==> config.mk <==
export PLATFORM = sky130hd
export DESIGN_NAME = dma_steal_seq
export DESIGN_NICKNAME = d
export VERILOG_FILES = /design/src/rtl/dma_steal_pkg.sv /design/src/rtl/dma_gap_timer.sv /design/src/rtl/dma_unit_counter.sv /design/src/rtl/dma_steal_seq.sv
export SDC_FILE = /design/constraint.sdc
export NUM_CORES = 1
export LEC_CHECK = 0
export BUFFER_PORTS_ARGS = -buffer_cell sky130_fd_sc_hd__buf_2
export CORE_ASPECT_RATIO = 0.75
export CORE_MARGIN = 2
export CORE_UTILIZATION = 40
export DETAILED_ROUTE_END_ITERATION = 12
export MAX_ROUTING_LAYER = met4
export SLEW_MARGIN = 10
export SYNTH_ARGS = -nofsm -noshare
export SYNTH_HDL_FRONTEND = slang
export SYNTH_HIERARCHICAL = 1
export SYNTH_SLANG_ARGS = --single-unit
==> constraint.sdc <==
create_clock -name clk -period 2.6 [get_ports clk]
set_clock_uncertainty 0.05 [all_clocks]
set_input_delay 0.13 -clock clk [delete_from_list [all_inputs] [get_ports clk]]
set_output_delay 0.13 -clock clk [all_outputs]
set_load 0.05 [all_outputs]
==> src/rtl/dma_steal_pkg.sv <==
package dma_steal_pkg;

  typedef enum logic [1:0] {
    MODE_BURST = 2'd0,
    MODE_STEAL = 2'd1,
    MODE_GAP16 = 2'd2,
    MODE_GAP64 = 2'd3
  } bus_mode_e;

  typedef enum logic [1:0] {
    UNIT_BYTE    = 2'd0,
    UNIT_WORD    = 2'd1,
    UNIT_LONG    = 2'd2,
    UNIT_BLOCK16 = 2'd3
  } unit_size_e;

  typedef enum logic [2:0] {
    ST_IDLE = 3'd0,
    ST_ARM  = 3'd1,
    ST_GAP  = 3'd2,
    ST_REQ  = 3'd3,
    ST_RD   = 3'd4,
    ST_WR   = 3'd5
  } seq_state_e;

  // read/write pairs needed to move one unit
  function automatic logic [2:0] beats_per_unit(unit_size_e s);
    return (s == UNIT_BLOCK16) ? 3'd4 : 3'd1;
  endfunction

  function automatic logic is_throttled(bus_mode_e m);
    return (m == MODE_GAP16) || (m == MODE_GAP64);
  endfunction

endpackage

==> src/rtl/dma_gap_timer.sv <==
module dma_gap_timer #(
  parameter int GAP_SHORT = 16,
  parameter int GAP_LONG  = 64,
  localparam int GAP_W    = $clog2(GAP_LONG + 1)
) (
  input  logic clk,
  input  logic rst_n,
  input  logic run,
  input  logic long_gap,
  output logic expire
);
  logic [GAP_W-1:0] cnt_q;
  logic [GAP_W-1:0] limit;

  assign limit  = long_gap ? GAP_W'(GAP_LONG - 1) : GAP_W'(GAP_SHORT - 1);
  assign expire = run && (cnt_q == limit);

  // counter is cleared whenever the wait is not running, so every unit starts at zero
  always_ff @(posedge clk or negedge rst_n) begin
    if (!rst_n)      cnt_q <= '0;
    else if (!run)   cnt_q <= '0;
    else if (!expire) cnt_q <= cnt_q + 1'b1;
  end

  AST_GAP_FROM_ZERO: assert property (@(posedge clk) disable iff (!rst_n)
    $rose(run) |-> (cnt_q == '0));
  AST_GAP_BOUNDED: assert property (@(posedge clk) disable iff (!rst_n)
    run |-> (cnt_q <= limit));
endmodule

==> src/rtl/dma_unit_counter.sv <==
module dma_unit_counter #(
  parameter int CNT_W = 8
) (
  input  logic             clk,
  input  logic             rst_n,
  input  logic             load,
  input  logic [CNT_W-1:0] load_val,
  input  logic             dec,
  output logic             last
);
  logic [CNT_W-1:0] remaining_q;

  assign last = (remaining_q == CNT_W'(1));

  always_ff @(posedge clk or negedge rst_n) begin
    if (!rst_n)     remaining_q <= '0;
    else if (load)  remaining_q <= load_val;
    else if (dec)   remaining_q <= remaining_q - 1'b1;
  end

  AST_NO_UNDERFLOW: assert property (@(posedge clk) disable iff (!rst_n)
    dec |-> (remaining_q != '0));
endmodule

==> src/rtl/dma_steal_seq.sv <==
module dma_steal_seq
  import dma_steal_pkg::*;
#(
  parameter int CNT_W     = 8,
  parameter int GAP_SHORT = 16,
  parameter int GAP_LONG  = 64
) (
  input  logic             clk,
  input  logic             rst_n,
  input  logic             start,
  input  logic [1:0]       cfg_mode,
  input  logic [1:0]       cfg_size,
  input  logic [CNT_W-1:0] cfg_count,
  input  logic             req_n,
  input  logic             bus_gnt,
  output logic             bus_req,
  output logic             rd_stb,
  output logic             wr_stb,
  output logic             done
);
  seq_state_e state_q, state_d;
  bus_mode_e  mode_q;
  unit_size_e size_q;
  logic [2:0] beat_q;
  logic       first_q;
  logic       done_q;

  // named internal events
  logic start_ok, req_seen, beat_last, unit_end, cnt_last, gap_run, gap_expire, zero_load;

  assign start_ok  = start && (state_q == ST_IDLE);
  assign zero_load = start_ok && (cfg_count == '0);
  assign req_seen  = !req_n;
  assign beat_last = (beat_q == (beats_per_unit(size_q) - 3'd1));
  assign unit_end  = (state_q == ST_WR) && beat_last;
  assign gap_run   = (state_q == ST_GAP);

  dma_unit_counter #(.CNT_W(CNT_W)) u_units (
    .clk      (clk),
    .rst_n    (rst_n),
    .load     (start_ok),
    .load_val (cfg_count),
    .dec      (unit_end),
    .last     (cnt_last)
  );

  dma_gap_timer #(.GAP_SHORT(GAP_SHORT), .GAP_LONG(GAP_LONG)) u_gap (
    .clk      (clk),
    .rst_n    (rst_n),
    .run      (gap_run),
    .long_gap (mode_q == MODE_GAP64),
    .expire   (gap_expire)
  );

  always_comb begin
    state_d = state_q;
    unique case (state_q)
      ST_IDLE: if (start_ok && !zero_load) state_d = ST_ARM;
      ST_ARM:  if (req_seen) state_d = (is_throttled(mode_q) && !first_q) ? ST_GAP : ST_REQ;
      ST_GAP:  if (gap_expire) state_d = ST_REQ;
      ST_REQ:  if (bus_gnt) state_d = ST_RD;
      ST_RD:   state_d = ST_WR;
      ST_WR: begin
        if (!beat_last)                            state_d = ST_RD;
        else if (cnt_last)                         state_d = ST_IDLE;
        else if (mode_q == MODE_BURST && req_seen) state_d = ST_RD;
        else                                       state_d = ST_ARM;
      end
      default: state_d = ST_IDLE;
    endcase
  end

  always_ff @(posedge clk or negedge rst_n) begin
    if (!rst_n) begin
      state_q <= ST_IDLE;
      mode_q  <= MODE_BURST;
      size_q  <= UNIT_BYTE;
      beat_q  <= '0;
      first_q <= 1'b0;
      done_q  <= 1'b0;
    end else begin
      state_q <= state_d;
      if (start_ok) begin
        mode_q  <= bus_mode_e'(cfg_mode);
        size_q  <= unit_size_e'(cfg_size);
        beat_q  <= '0;
        first_q <= 1'b1;
        done_q  <= zero_load;
      end else begin
        if (state_q == ST_WR) beat_q <= beat_last ? 3'd0 : beat_q + 3'd1;
        if (unit_end) first_q <= 1'b0;
        if (unit_end && cnt_last) done_q <= 1'b1;
      end
    end
  end

  assign bus_req = (state_q == ST_REQ) || (state_q == ST_RD) || (state_q == ST_WR);
  assign rd_stb  = (state_q == ST_RD);
  assign wr_stb  = (state_q == ST_WR);
  assign done    = done_q;

  AST_STROBE_EXCL: assert property (@(posedge clk) disable iff (!rst_n)
    !(rd_stb && wr_stb));
  AST_WR_FOLLOWS_RD: assert property (@(posedge clk) disable iff (!rst_n)
    rd_stb |=> wr_stb);
  AST_STROBE_HOLDS_BUS: assert property (@(posedge clk) disable iff (!rst_n)
    (rd_stb || wr_stb) |-> bus_req);
  AST_NO_RD_WITHOUT_GNT: assert property (@(posedge clk) disable iff (!rst_n)
    (state_q == ST_REQ && !bus_gnt) |=> (bus_req && !rd_stb));
  AST_DONE_NO_REQ: assert property (@(posedge clk) disable iff (!rst_n)
    done |-> !bus_req);
  AST_ARM_HOLDOFF: assert property (@(posedge clk) disable iff (!rst_n)
    (state_q == ST_ARM && req_n) |=> !bus_req);
  AST_CFG_FROZEN: assert property (@(posedge clk) disable iff (!rst_n)
    (state_q != ST_IDLE) |=> ($stable(mode_q) && $stable(size_q)));
endmodule

After elaboration in Yosys (flattened, before gate mapping)
Cells that the tools add are included.

storage, ports and cells
  memories = 0
  latch bits = 0
  bits of input ports = 17
  memory bits (read-only) = 0
  logic and storage cells = 71
  output and inout port bits = 4
  RAM bits = 0
  register bits after elaboration = 27

cells by class
  magnitude comparators = 0
  equal/unequal tests = 16
  bitwise logic cells = 0
  add/subtract/negate cells = 4
  multiplexer cells = 22
  shift-type cells = 0
  multipliers = 0
  divide/modulo/power cells = 0
  reduce and logical (&&, ||, !) cells = 21

operators by type and width
  operator               number
  $mux W3                11
  $pmux W3 S6            1
  $mux W8                2
  $mux W7                2
  $eq A8 B1 Y1 const B   1
  $logic_and A1 B1 Y1    8
  $logic_not A8 Y1       1
  $ne A2 B2 Y1 const B   4
  $sub A8 B1 Y8 const B  1
  $add A7 B1 Y7 const B  1
  $eq A7 B7 Y1           1
  $eq A2 B2 Y1 const B   3
  $eq A3 B2 Y1 const B   2
  $eq A3 B3 Y1 const B   2
  $mux W6                1
  $reduce_bool A2 Y1     3
  $mux W1                5
  $reduce_and A4 Y1      1
  $add A3 B1 Y3 const B  1
  $eq A3 B1 Y1 const B   1
  $eq A3 B3 Y1           1
  $logic_not A1 Y1       3
  $logic_not A3 Y1       1
  $logic_or A1 B1 Y1     3
  other kinds (3)        3

Logic depth before layout (Yosys ltp)
Gate-level depths: netlist (run 1).

  depth in word-level cells = 8
  gate-level depth with buffers = 9
  mapped depth without buffers = 8

Cells and area by module
The synthesis (run 1) kept the hierarchy.

by module, submodules not included
  module            times used  area each (um^2)  cells an instance  seq. area each (um^2)
  dma_steal_seq     1           654.4             68                 300.3
  dma_unit_counter  1           460.4             50                 200.2
  dma_gap_timer     1           369.1             37                 175.2

Worst setup path before layout (run 1)
No wires, ideal clock.

  path kind = register -> register
  from = register beat_q[0]
  to = register u_units.remaining_q[3]
  path buffers = 0
  data required time = 2.468 ns
  data arrival time = 2.229 ns
  path slack = 0.239 ns
  library setup time = 0.082 ns
  clock period less this slack = 2.361 ns
  stages on the path, launching flop included = 8
  path through = dfrtp_1 a211o_1 a21oi_1 nand2_1 inv_1 or3b_2 or3_2 a31oi_1

on the way
  word-level cells in the longest chain between the ends = 3

RTL lines
  what                          RTL line                RTL
  start, declared               dma_steal_seq.sv:24     logic [2:0] beat_q;
  start signal, assigned        dma_steal_seq.sv:90     if (state_q == ST_WR) beat_q <= beat_last ? 3'd0 : beat_q + 3'd1;
  $eq A3 B3 Y1                  dma_steal_seq.sv:34     assign beat_last = (beat_q == (beats_per_unit(size_q) - 3'd1));
  $logic_and A1 B1 Y1           dma_steal_seq.sv:35     assign unit_end = (state_q == ST_WR) && beat_last;
  net unit_end                  dma_steal_seq.sv:29     logic start_ok, req_seen, beat_last, unit_end, cnt_last, gap_run, gap_expire, zero_load;
  $reduce_bool A2 Y1 (no line)  n/a
  end signal, assigned          dma_unit_counter.sv:17  else if (load) remaining_q <= load_val;
  end signal, assigned          dma_unit_counter.sv:18  else if (dec) remaining_q <= remaining_q - 1'b1;
  end, declared                 dma_unit_counter.sv:11  logic [CNT_W-1:0] remaining_q;

The timed path passes the listed nets, and every way through them passes these cells.
A chain may end at the register's enable or synchronous reset.

Worst setup path in the final report (run 1)
  from = register state_q[1]
  to = register u_units.remaining_q[3]

on the way
  word-level cells in the longest chain between the ends = 3
  elaborated cells on any way between the ends = 6
  those cells by class = eq/ne (1); mux (1); reduce/logical (4)

RTL lines
  what                          RTL line             RTL
  start, declared               dma_steal_seq.sv:21  seq_state_e state_q, state_d;
  start signal, assigned        dma_steal_seq.sv:82  state_q <= state_d;
  $eq A3 B3 Y1                  dma_steal_seq.sv:35
  $logic_and A1 B1 Y1           dma_steal_seq.sv:35
  net unit_end                  dma_steal_seq.sv:29
  $reduce_bool A2 Y1 (no line)  n/a

The timed path passes the listed nets, and every way through them passes these cells.

==> results of run 1 <==
critical path, stage by stage, from the launching register on:
cell and delay, ps:
dfrtp_1 460, nand2b_4 190, or2_4 260, clkinv_4 70
nand2_1 70, inv_1 150, or3b_2 520, or3_2 420
a31oi_1 170
metal layers:
metal	up-vias	global-route usage, %	routed length (um)
met2	36	24.4	1380
li1	614	-	-
met1	594	24.7	1590
met4	0	3.83	13
met3	2	4.85	189
met5	-	-	0
cell type report:
class                      count  area [um2]  share of cell area [%]
multi-input combinational    118         769                    44.5
timing repair buffer          25         140                    8.11
clock buffer                   3        41.3                    2.39
inverter                       7        31.3                    1.81
sequential                    27         676                    39.1
tap                           52        65.1                    3.77
clock inverter                 1        5.00                   0.290
metrics by stage:
stage,utilization (%),instance area (um2)
2_1_floorplan,-,1480
3_3_place_gp,46.3,1670
5_1_grt,47.8,1730
6_report,47.8,1730
4_1_cts,47.8,1730
3_5_place_dp,46.3,1670
flip-flops by register name (all words and copies together) (netlist names):
signal	cells
u_units/remaining_q	8
u_gap/cnt_q	7
first_q	1
mode_q	2
size_q	2
done	1
beat_q	3
state_q	3
cell families after synthesis:
kind of cell | count (synthesis)
flops | 27
compound gates | 36
xor+xnor | 6
buf+inv | 10
simple gates | 68
fa+ha+maj | 4
mux | 4
final timing paths:
kind	from	end	slack (ps)	cells after the start
setup / recovery	state_q[1]$_DFFE_PN0P_	u_units/remaining_q[3]$_DFFE_PN0P_	170	8
hold / removal	cfg_count[6]	u_units/remaining_q[6]$_DFFE_PN0P_	20	3
setup reg to reg	state_q[1]$_DFFE_PN0P_	u_units/remaining_q[3]$_DFFE_PN0P_	170	8
hold reg to reg	first_q$_DFFE_PN0P_	first_q$_DFFE_PN0P_	440	1
max in group asynchronous	rst_n	state_q[1]$_DFFE_PN0P_	1750	2
min in group asynchronous	rst_n	u_gap/cnt_q[4]$_DFFE_PN0P_	340	2
where the power goes:
part / switching [W] / total (W) / internal [W]
Sequential: 0.000143 / 0.000704 / 0.000561
Combinational: 0.000378 / 0.000665 / 0.000287
Clock: 0.000132 / 0.000239 / 0.000107
repair_timing:
action / 4_1_cts / 5_1_grt
endpoints found under the hold margin: 27 / 0
hold buffers: 1 / 0
gates resized for setup: 0 / 0
cells in the final DEF, fill, tap and decap left out, types with 2 or more instances in the layout:
| cell type | instances |
|---|---|
| dfrtp_1 | 27 |
| nand2_1 | 20 |
| buf_2 | 20 |
| nor2_1 | 15 |
| o21ai_0 | 13 |
| inv_1 | 6 |
| a21oi_1 | 6 |
| or4_1 | 5 |
| mux2_2 | 4 |
| ha_1 | 4 |
| buf_4 | 4 |
| nand3_1 | 4 |
| or3_1 | 3 |
| clkbuf_8 | 3 |
| xor2_1 | 3 |
| xnor2_1 | 3 |
| a31oi_1 | 3 |
| nor4_1 | 2 |
| nand3b_1 | 2 |
| or4_4 | 2 |
| or3_2 | 2 |
| o211ai_1 | 2 |
==> results.toml, run 1 <==
[run_status]
status = "complete, no violations"

[clock_network]
cts.sinks = 27
post_cts_buffers = 0
insertion_delay_ps = 280
tritoncts.num_buffers = 3
clk_pin_slew_ps = 90
cts_tree = "yes"
clock-root-buffer = "clkbuf_8"
htreeDepth = 1
cts_max_path_buffers = 2

[global_routing]
antenna_found_initial = 0
grt_pass1_vias = 1148
grt_pass1_wl_um = 5400
grt_use_total_pct = 17.3
grt_start_max_net_pins = 28
grt-ovfl-total = 0

[hold_path]
hp-class = "primary input to flop"

[synth]
ys_warn_count = 6
netlist.area_leader.share_pct = 45.5
yosys.cell_types.count = 46
synthTopCellsByCount = "27 x dfrtp_1, 20 x nand2_1, 15 x nor2_1"
synth_mux_area_share_pct = 3.04
synth_top_family_by_area = "simple AND/OR/NAND/NOR gates"
synthSimpleGateAreaFrac_pct = 25.7
synth_xor_area_share_pct = 3.54
synth.yosys.seq_area_share_pct = 45.5
synthAdderAreaFrac_pct = 3.37
synth_most_common_cell = "dfrtp_1"
avgSynthCellArea_um2 = 9.57
ys.flop_type = "dfrtp_1"
async_flop_share_pct = 100
synth_edf_count = 0
ys_ff_latch = 27
synth_nets = 176
syn-cell-area_um2 = 1480
synth_area_leaders = "dfrtp_1 46%, nand2_1 5.1%, o21ai_0 4.4%"
synthCells = 155
synth_compound_gate_area_share_pct = 15.8
yosys.area.top_type = "dfrtp_1"

[timing]
hold_slack_ps = 22.9
min_period_over_period_pct = 93.4
worst_pin_slew_ps = 617
min_period_ps = 2430
hold_viol = 0
maxSlewViolCount = 0
layout_setup_ws_ps = 173
clock.fmax_mhz = 412
slew_headroom_pct = 58.9
grt_setup_unrepaired = "no"
setup-tns-final_ps = 0
setup_viol = 0

[cells_and_area]
layout.cells.non_filler = 233
nFillCells = 371
diodes = 0
area_delta_synth_final_pct = 16.4
drive_above_1_share_pct = 25.4
final_nets = 203

[drt]
antenna_left = 0
vias = 1246
wl_per_cell_um = 13.6
first_pass_iters = 4
drc = 0
wl_um = 3170
drt_iter0_drc = 73
vias_per_cell = 5.35

[placement]
dpl.hpwl_um = 2360
port_buffers = 20
dp_cells = 228
place_ws_ps = 192
routabilityCongestion = 0.778

[floorplan]
die_h_um = 56.8
dieArea_um2 = 4220
initial_utilization_pct = 41.1
ios = 21
placement_rows = 19
core_area_um2 = 3610
die_w_um = 74.3

[pwr]
powerDensity_nw_per_um2 = 931
p_leak_nw = 0.739
power_w = 0.00161
ir_drop_v = 0.000386

[critical_path]
cp.arrival_ps = 2570
path_class = "flop to flop"
endpoint_kind = "flop"
start_kind = "flop"
crit_required_ps = 2750
critPathMaxFanout = 8

[flow_run]
drv_cap = 0
Power figures use the tool's default switching activity.
==> inputs of run 2 (changes only) <==
==> constraint.sdc (replaced) <==
create_clock -name clk -period 2.8 [get_ports clk]
set_clock_uncertainty 0.05 [all_clocks]
set_input_delay 0.28 -clock clk [delete_from_list [all_inputs] [get_ports clk]]
set_output_delay 0.28 -clock clk [all_outputs]
set_load 0.05 [all_outputs]
==> results.toml, run 2 (synthesis results as in run 1) <==
[run_status]
status = "complete, no violations"

[clock_network]
post_cts_buffers = 0
insertion_delay_ps = 280
htreeDepth = 1
cts.sinks = 27
clk_pin_slew_ps = 100
cts_max_path_buffers = 2
tritoncts.num_buffers = 3
cts_hold_buf = 1
clock-root-buffer = "clkbuf_8"
cts_tree = "yes"
cts.repair.resized = 0

[cells_and_area]
final_nets = 201
diodes = 0
regMostFlops = "u_units/remaining_q"
nFillCells = 362
final_common_cell = "dfrtp_1"
reg_top3 = "u_units/remaining_q: 8 flops, u_gap/cnt_q: 7 flops"
final_area_um2 = 1720
multi_input_area_um2 = 769
drive_above_1_share_pct = 24.6
layout.cells.non_filler = 231
final_cell_mix = "27 x dfrtp_1, 20 x nand2_1, 20 x buf_2"
area_delta_synth_final_pct = 15.6
largest_reg_flops = 8
regArea_um2 = 676

[timing]
maxSlewViolCount = 0
clock.fmax_mhz = 412
hold_viol = 0
worst_pin_slew_ps = 648
grt_setup_unrepaired = "no"
min_period_over_period_pct = 86.7
min_period_ps = 2430
setup_viol = 0
setup-tns-final_ps = 0
slew_headroom_pct = 56.2

[drt]
wl_um = 3190
antenna_left = 0
wl_per_cell_um = 13.8
drt_iter0_drc = 51
drc = 0
vias_per_cell = 5.29
first_pass_iters = 4
vias = 1222

[pwr]
p_leak_nw = 0.725
powerDensity_nw_per_um2 = 869
power_w = 0.00149
ir_drop_v = 0.000326

[critical_path]
critPathMaxFanout = 9
reg2regPathDepth = 8
path_class = "flop to flop"
start_kind = "flop"
endpoint_kind = "flop"
cp.arrival_ps = 2590
crit_required_ps = 2960

[global_routing]
grt_pass1_vias = 1132
grt_start_max_net_pins = 28
grt-ovfl-total = 0
antenna_found_initial = 0
grt_pass1_wl_um = 5360
grt_use_total_pct = 17.1

[placement]
placed_area_um2 = 1660
routabilityCongestion = 0.801
dp_cells = 226
dpl.hpwl_um = 2400
port_buffers = 20

[floorplan]
dieArea_um2 = 4220
ios = 21
die_h_um = 56.8
placement_rows = 19
initial_utilization_pct = 41.1
die_w_um = 74.3
core_area_um2 = 3610

[hold_path]
min_path_cells = 2
hp-class = "primary input to flop"

[flow_run]
drv_cap = 0
## run 2: per-stage QoR
stage | hold WS, ps | worst slack, ps | utilization, %
final | 170 | 372 | 47.5
after global routing | 172 | 226 | 47.5
after CTS | 166 | 379 | 47.5
after detailed placement | 278 | 372 | 45.8
after global placement | 281 | 456 | 45.8
after floorplan | -65.6 | 439 | -
## run 2: worst paths after layout
kind | start | endpoint | slack [ps]
max in group asynchronous | rst_n | u_gap/cnt_q[2]$_DFFE_PN0P_ | 1800
min in group asynchronous | rst_n | beat_q[2]$_DFFE_PN0P_ | 490
min reg2reg | first_q$_DFFE_PN0P_ | first_q$_DFFE_PN0P_ | 430
max | state_q[0]$_DFFE_PN0P_ | u_units/remaining_q[7]$_DFFE_PN0P_ | 370
min | cfg_size[1] | size_q[1]$_DFFE_PN0P_ | 170
max reg2reg | state_q[0]$_DFFE_PN0P_ | u_units/remaining_q[7]$_DFFE_PN0P_ | 370
## run 2: critical path, cell delays in order (launching register included)
cell and delay (ps):
dfrtp_1 510, inv_1 130, or2_4 290, clkinv_4 70, nand2_1 60, inv_1 160, or3b_2 520, or4_1 410
a31oi_1 170
## run 2: layout make-up
| type | count | share of cell area (%) |
|---|---|---|
| inverters | 7 | 1.82 |
| clock buffers | 3 | 2.41 |
| flip-flops and latches | 27 | 39.4 |
| repair buffers | 23 | 7.29 |
| multi-input cells | 118 | 44.9 |
| clock inverters | 1 | 0.438 |
| well taps | 52 | 3.79 |
## run 2: per-layer routing
layer	part of all wire, %	global-route usage (%)	vias up
met5	0	-	-
met4	1.4	5.61	0
met3	3.7	4.13	5
met2	41	23.2	22
met1	54	24.9	587
li1	-	-	608
## run 2: where the power goes
group	internal [W]	switching (W)
registers	0.000521	0.000150
logic	0.000256	0.000337
clock network	0.000101	0.000125
total	0.000878	0.000612
==> inputs of run 3 (changes only) <==
--- a/config.mk
+++ b/config.mk
@@ -5,10 +5,11 @@
 export SDC_FILE = /design/constraint.sdc
 export NUM_CORES = 1
 export LEC_CHECK = 0
+export ABC_AREA = 1
 export BUFFER_PORTS_ARGS = -buffer_cell sky130_fd_sc_hd__buf_2
 export CORE_ASPECT_RATIO = 0.75
 export CORE_MARGIN = 2
-export CORE_UTILIZATION = 40
+export CORE_UTILIZATION = 35
 export DETAILED_ROUTE_END_ITERATION = 12
 export MAX_ROUTING_LAYER = met4
 export SLEW_MARGIN = 10
==> results.toml, run 3 <==
[clock_network]
clock-root-buffer = "clkbuf_8"
cts.sinks = 27
htreeDepth = 1
clk_pin_slew_ps = 100
cts_tree = "yes"
cts.repair.resized = 0
insertion_delay_ps = 280
cts_max_path_buffers = 2
tritoncts.num_buffers = 3

[placement]
dpl.hpwl_um = 2840
port_buffers = 20
place_ws_ps = 663
routabilityCongestion = 0.860
placed_area_um2 = 1920

[synth]
synth_xor_area_share_pct = 3.01
async_flop_share_pct = 100
synth_edf_count = 0
ys_ff_latch = 27
synth_nets = 258
ys.flop_type = "dfrtp_1"
synth_top_family_by_area = "simple AND/OR/NAND/NOR gates"
syn-cell-area_um2 = 1740
synthCells = 237
synth.yosys.seq_area_share_pct = 38.7
synth_area_leaders = "dfrtp_1 39%, nand2_1 15%, inv_1 7.7%"
synth_compound_gate_area_share_pct = 8.68
yosys.area.top_type = "dfrtp_1"
synthAdderAreaFrac_pct = 2.87
synth_mux_area_share_pct = 0
yosys.cell_types.count = 32
synthTopCellsByCount = "69 x nand2_1, 36 x inv_1, 27 x dfrtp_1"
netlist.area_leader.share_pct = 38.7
synthSimpleGateAreaFrac_pct = 37.2
synth_most_common_cell = "nand2_1"
ys_warn_count = 6
avgSynthCellArea_um2 = 7.36

[cells_and_area]
area_delta_synth_final_pct = 13.3
regMostFlops = "u_units/remaining_q"
drive_above_1_share_pct = 17.6
reg_top3 = "u_units/remaining_q: 8 flops, u_gap/cnt_q: 7 flops"
final_area_um2 = 1980
final_common_cell = "nand2_1"
diodes = 0
largest_reg_flops = 8
final_cell_mix = "69 x nand2_1, 36 x inv_1, 27 x dfrtp_1"
final_nets = 284

[critical_path]
slowest_stage = "dfrtp_1"
endpoint_kind = "flop"
path_class = "flop to flop"
critPathMaxFanout = 8
crit_required_ps = 2970
cp.arrival_ps = 2340
cp_cell_sequence = "inv_2 -> nand2_1 -> nor2_1 -> inv_1 -> nor2_4 -> nand3_4 -> clkinv_2 -> inv_1 -> nand2_1 -> nand3_1 -> a21oi_2 -> nor2b_1"
start_kind = "flop"
cp_slowest_stage_delay_ps = 460

[floorplan]
core_area_um2 = 4840
die_w_um = 85.5
initial_utilization_pct = 36.0
ios = 21
dieArea_um2 = 5570
die_h_um = 65.1
placement_rows = 22

[global_routing]
grt-ovfl-total = 0
grt_use_total_pct = 15.4
grt_pass1_vias = 1427
antenna_found_initial = 0
grt_pass1_wl_um = 6620
grt_start_max_net_pins = 28

[pwr]
ir_drop_v = 0.000473
p_sw_w = 0.000863
p_leak_nw = 1.05
intPower_w = 0.000927
seqPwrFrac_pct = 36.8
p_sw_share_pct = 48.2
combPwrFrac_pct = 50.4
powerDensity_nw_per_um2 = 906
clock_power_share_pct = 12.7

[flow_run]
drv_cap = 0

[timing]
layout_setup_ws_ps = 631
slew_headroom_pct = 52.4
setup-tns-final_ps = 0
hold_slack_ps = 139
setup_viol = 0
hold_viol = 0
grt_setup_unrepaired = "no"
min_period_ps = 2170
min_period_over_period_pct = 77.5
clock.fmax_mhz = 461
worst_pin_slew_ps = 708
maxSlewViolCount = 0

[drt]
drt_iter0_drc = 82
antenna_left = 0
drc = 0
wl_um = 3710
vias = 1502
first_pass_iters = 4
wl_per_cell_um = 11.5
vias_per_cell = 4.66

[hold_path]
hp-class = "primary input to flop"

[run_status]
status = "complete, no violations"
## run 3: through the flow
stage,std cells,util (%),power (W)
6_report,322,40.8,0.00179
5_1_grt,322,40.8,0.00197
4_1_cts,322,40.8,0.00180
3_5_place_dp,317,39.6,0.00157
3_3_place_gp,317,39.6,0.00156
2_1_floorplan,237,-,0.00136
## run 3: worst max-delay path: cells and delay by family (launching register included)
kind	cells	cell delay [ps]
flops	1	460
compound gates	1	150
simple gates	7	990
buf+inv	4	460
## run 3: power by group through the flow
stage          Combinational, W  Sequential, W  Clock [W]
2_1_floorplan          0.000701       0.000658          0
6_report               0.000903       0.000659   0.000228
3_3_place_gp           0.000891       0.000665          0
5_1_grt                 0.00104       0.000684   0.000249
3_5_place_dp           0.000902       0.000665          0
4_1_cts                0.000908       0.000658   0.000238
## run 3: area by class of cell
type / count / area (um2)
clock buffer: 3 / 41.3
clock inverter: 1 / 5.00
fill: 501 / 2870
inverter: 41 / 158
multi-input combinational: 168 / 903
sequential: 27 / 676
tap: 60 / 75.1
timing repair buffer: 22 / 118
## run 3: final timing paths
check                                       start                          to  slack [ps]  depth (start not counted)
hold / removal                        cfg_size[0]       size_q[0]$_DFFE_PN0P_         140                          3
max in group asynchronous                   rst_n  u_gap/cnt_q[4]$_DFFE_PN0P_        1790                          2
setup reg to reg           state_q[2]$_DFFE_PN0P_      state_q[2]$_DFFE_PN0P_         630                         12
hold reg to reg             size_q[0]$_DFFE_PN0P_       size_q[0]$_DFFE_PN0P_         460                          2
min in group asynchronous                   rst_n       beat_q[2]$_DFFE_PN0P_         490                          2
setup / recovery           state_q[2]$_DFFE_PN0P_      state_q[2]$_DFFE_PN0P_         630                         12
## run 3: cell families after synthesis
| logic type | count (synthesis) |
|---|---|
| AOI/OAI and AO/OA | 23 |
| xor gates and xnor gates | 6 |
| adders and majority gates | 4 |
| buffers and inverters | 42 |
| DFF | 27 |
| and+or+nand+nor | 135 |
## run 3: per-layer routing
layer / GRT usage [%] / vias to the layer above / routed length (um)
met1: 22.8 / 675 / 2050
met4: 2.98 / 0 / 18
met2: 21.6 / 26 / 1470
li1: - / 799 / -
met5: - / - / 0
met3: 3.64 / 2 / 171
## run 3: repair_timing
action | in CTS | in global routing
hold endpoints to repair | 27 | 0
hold buffers | 1 | 0
setup buffers | 0 | 0
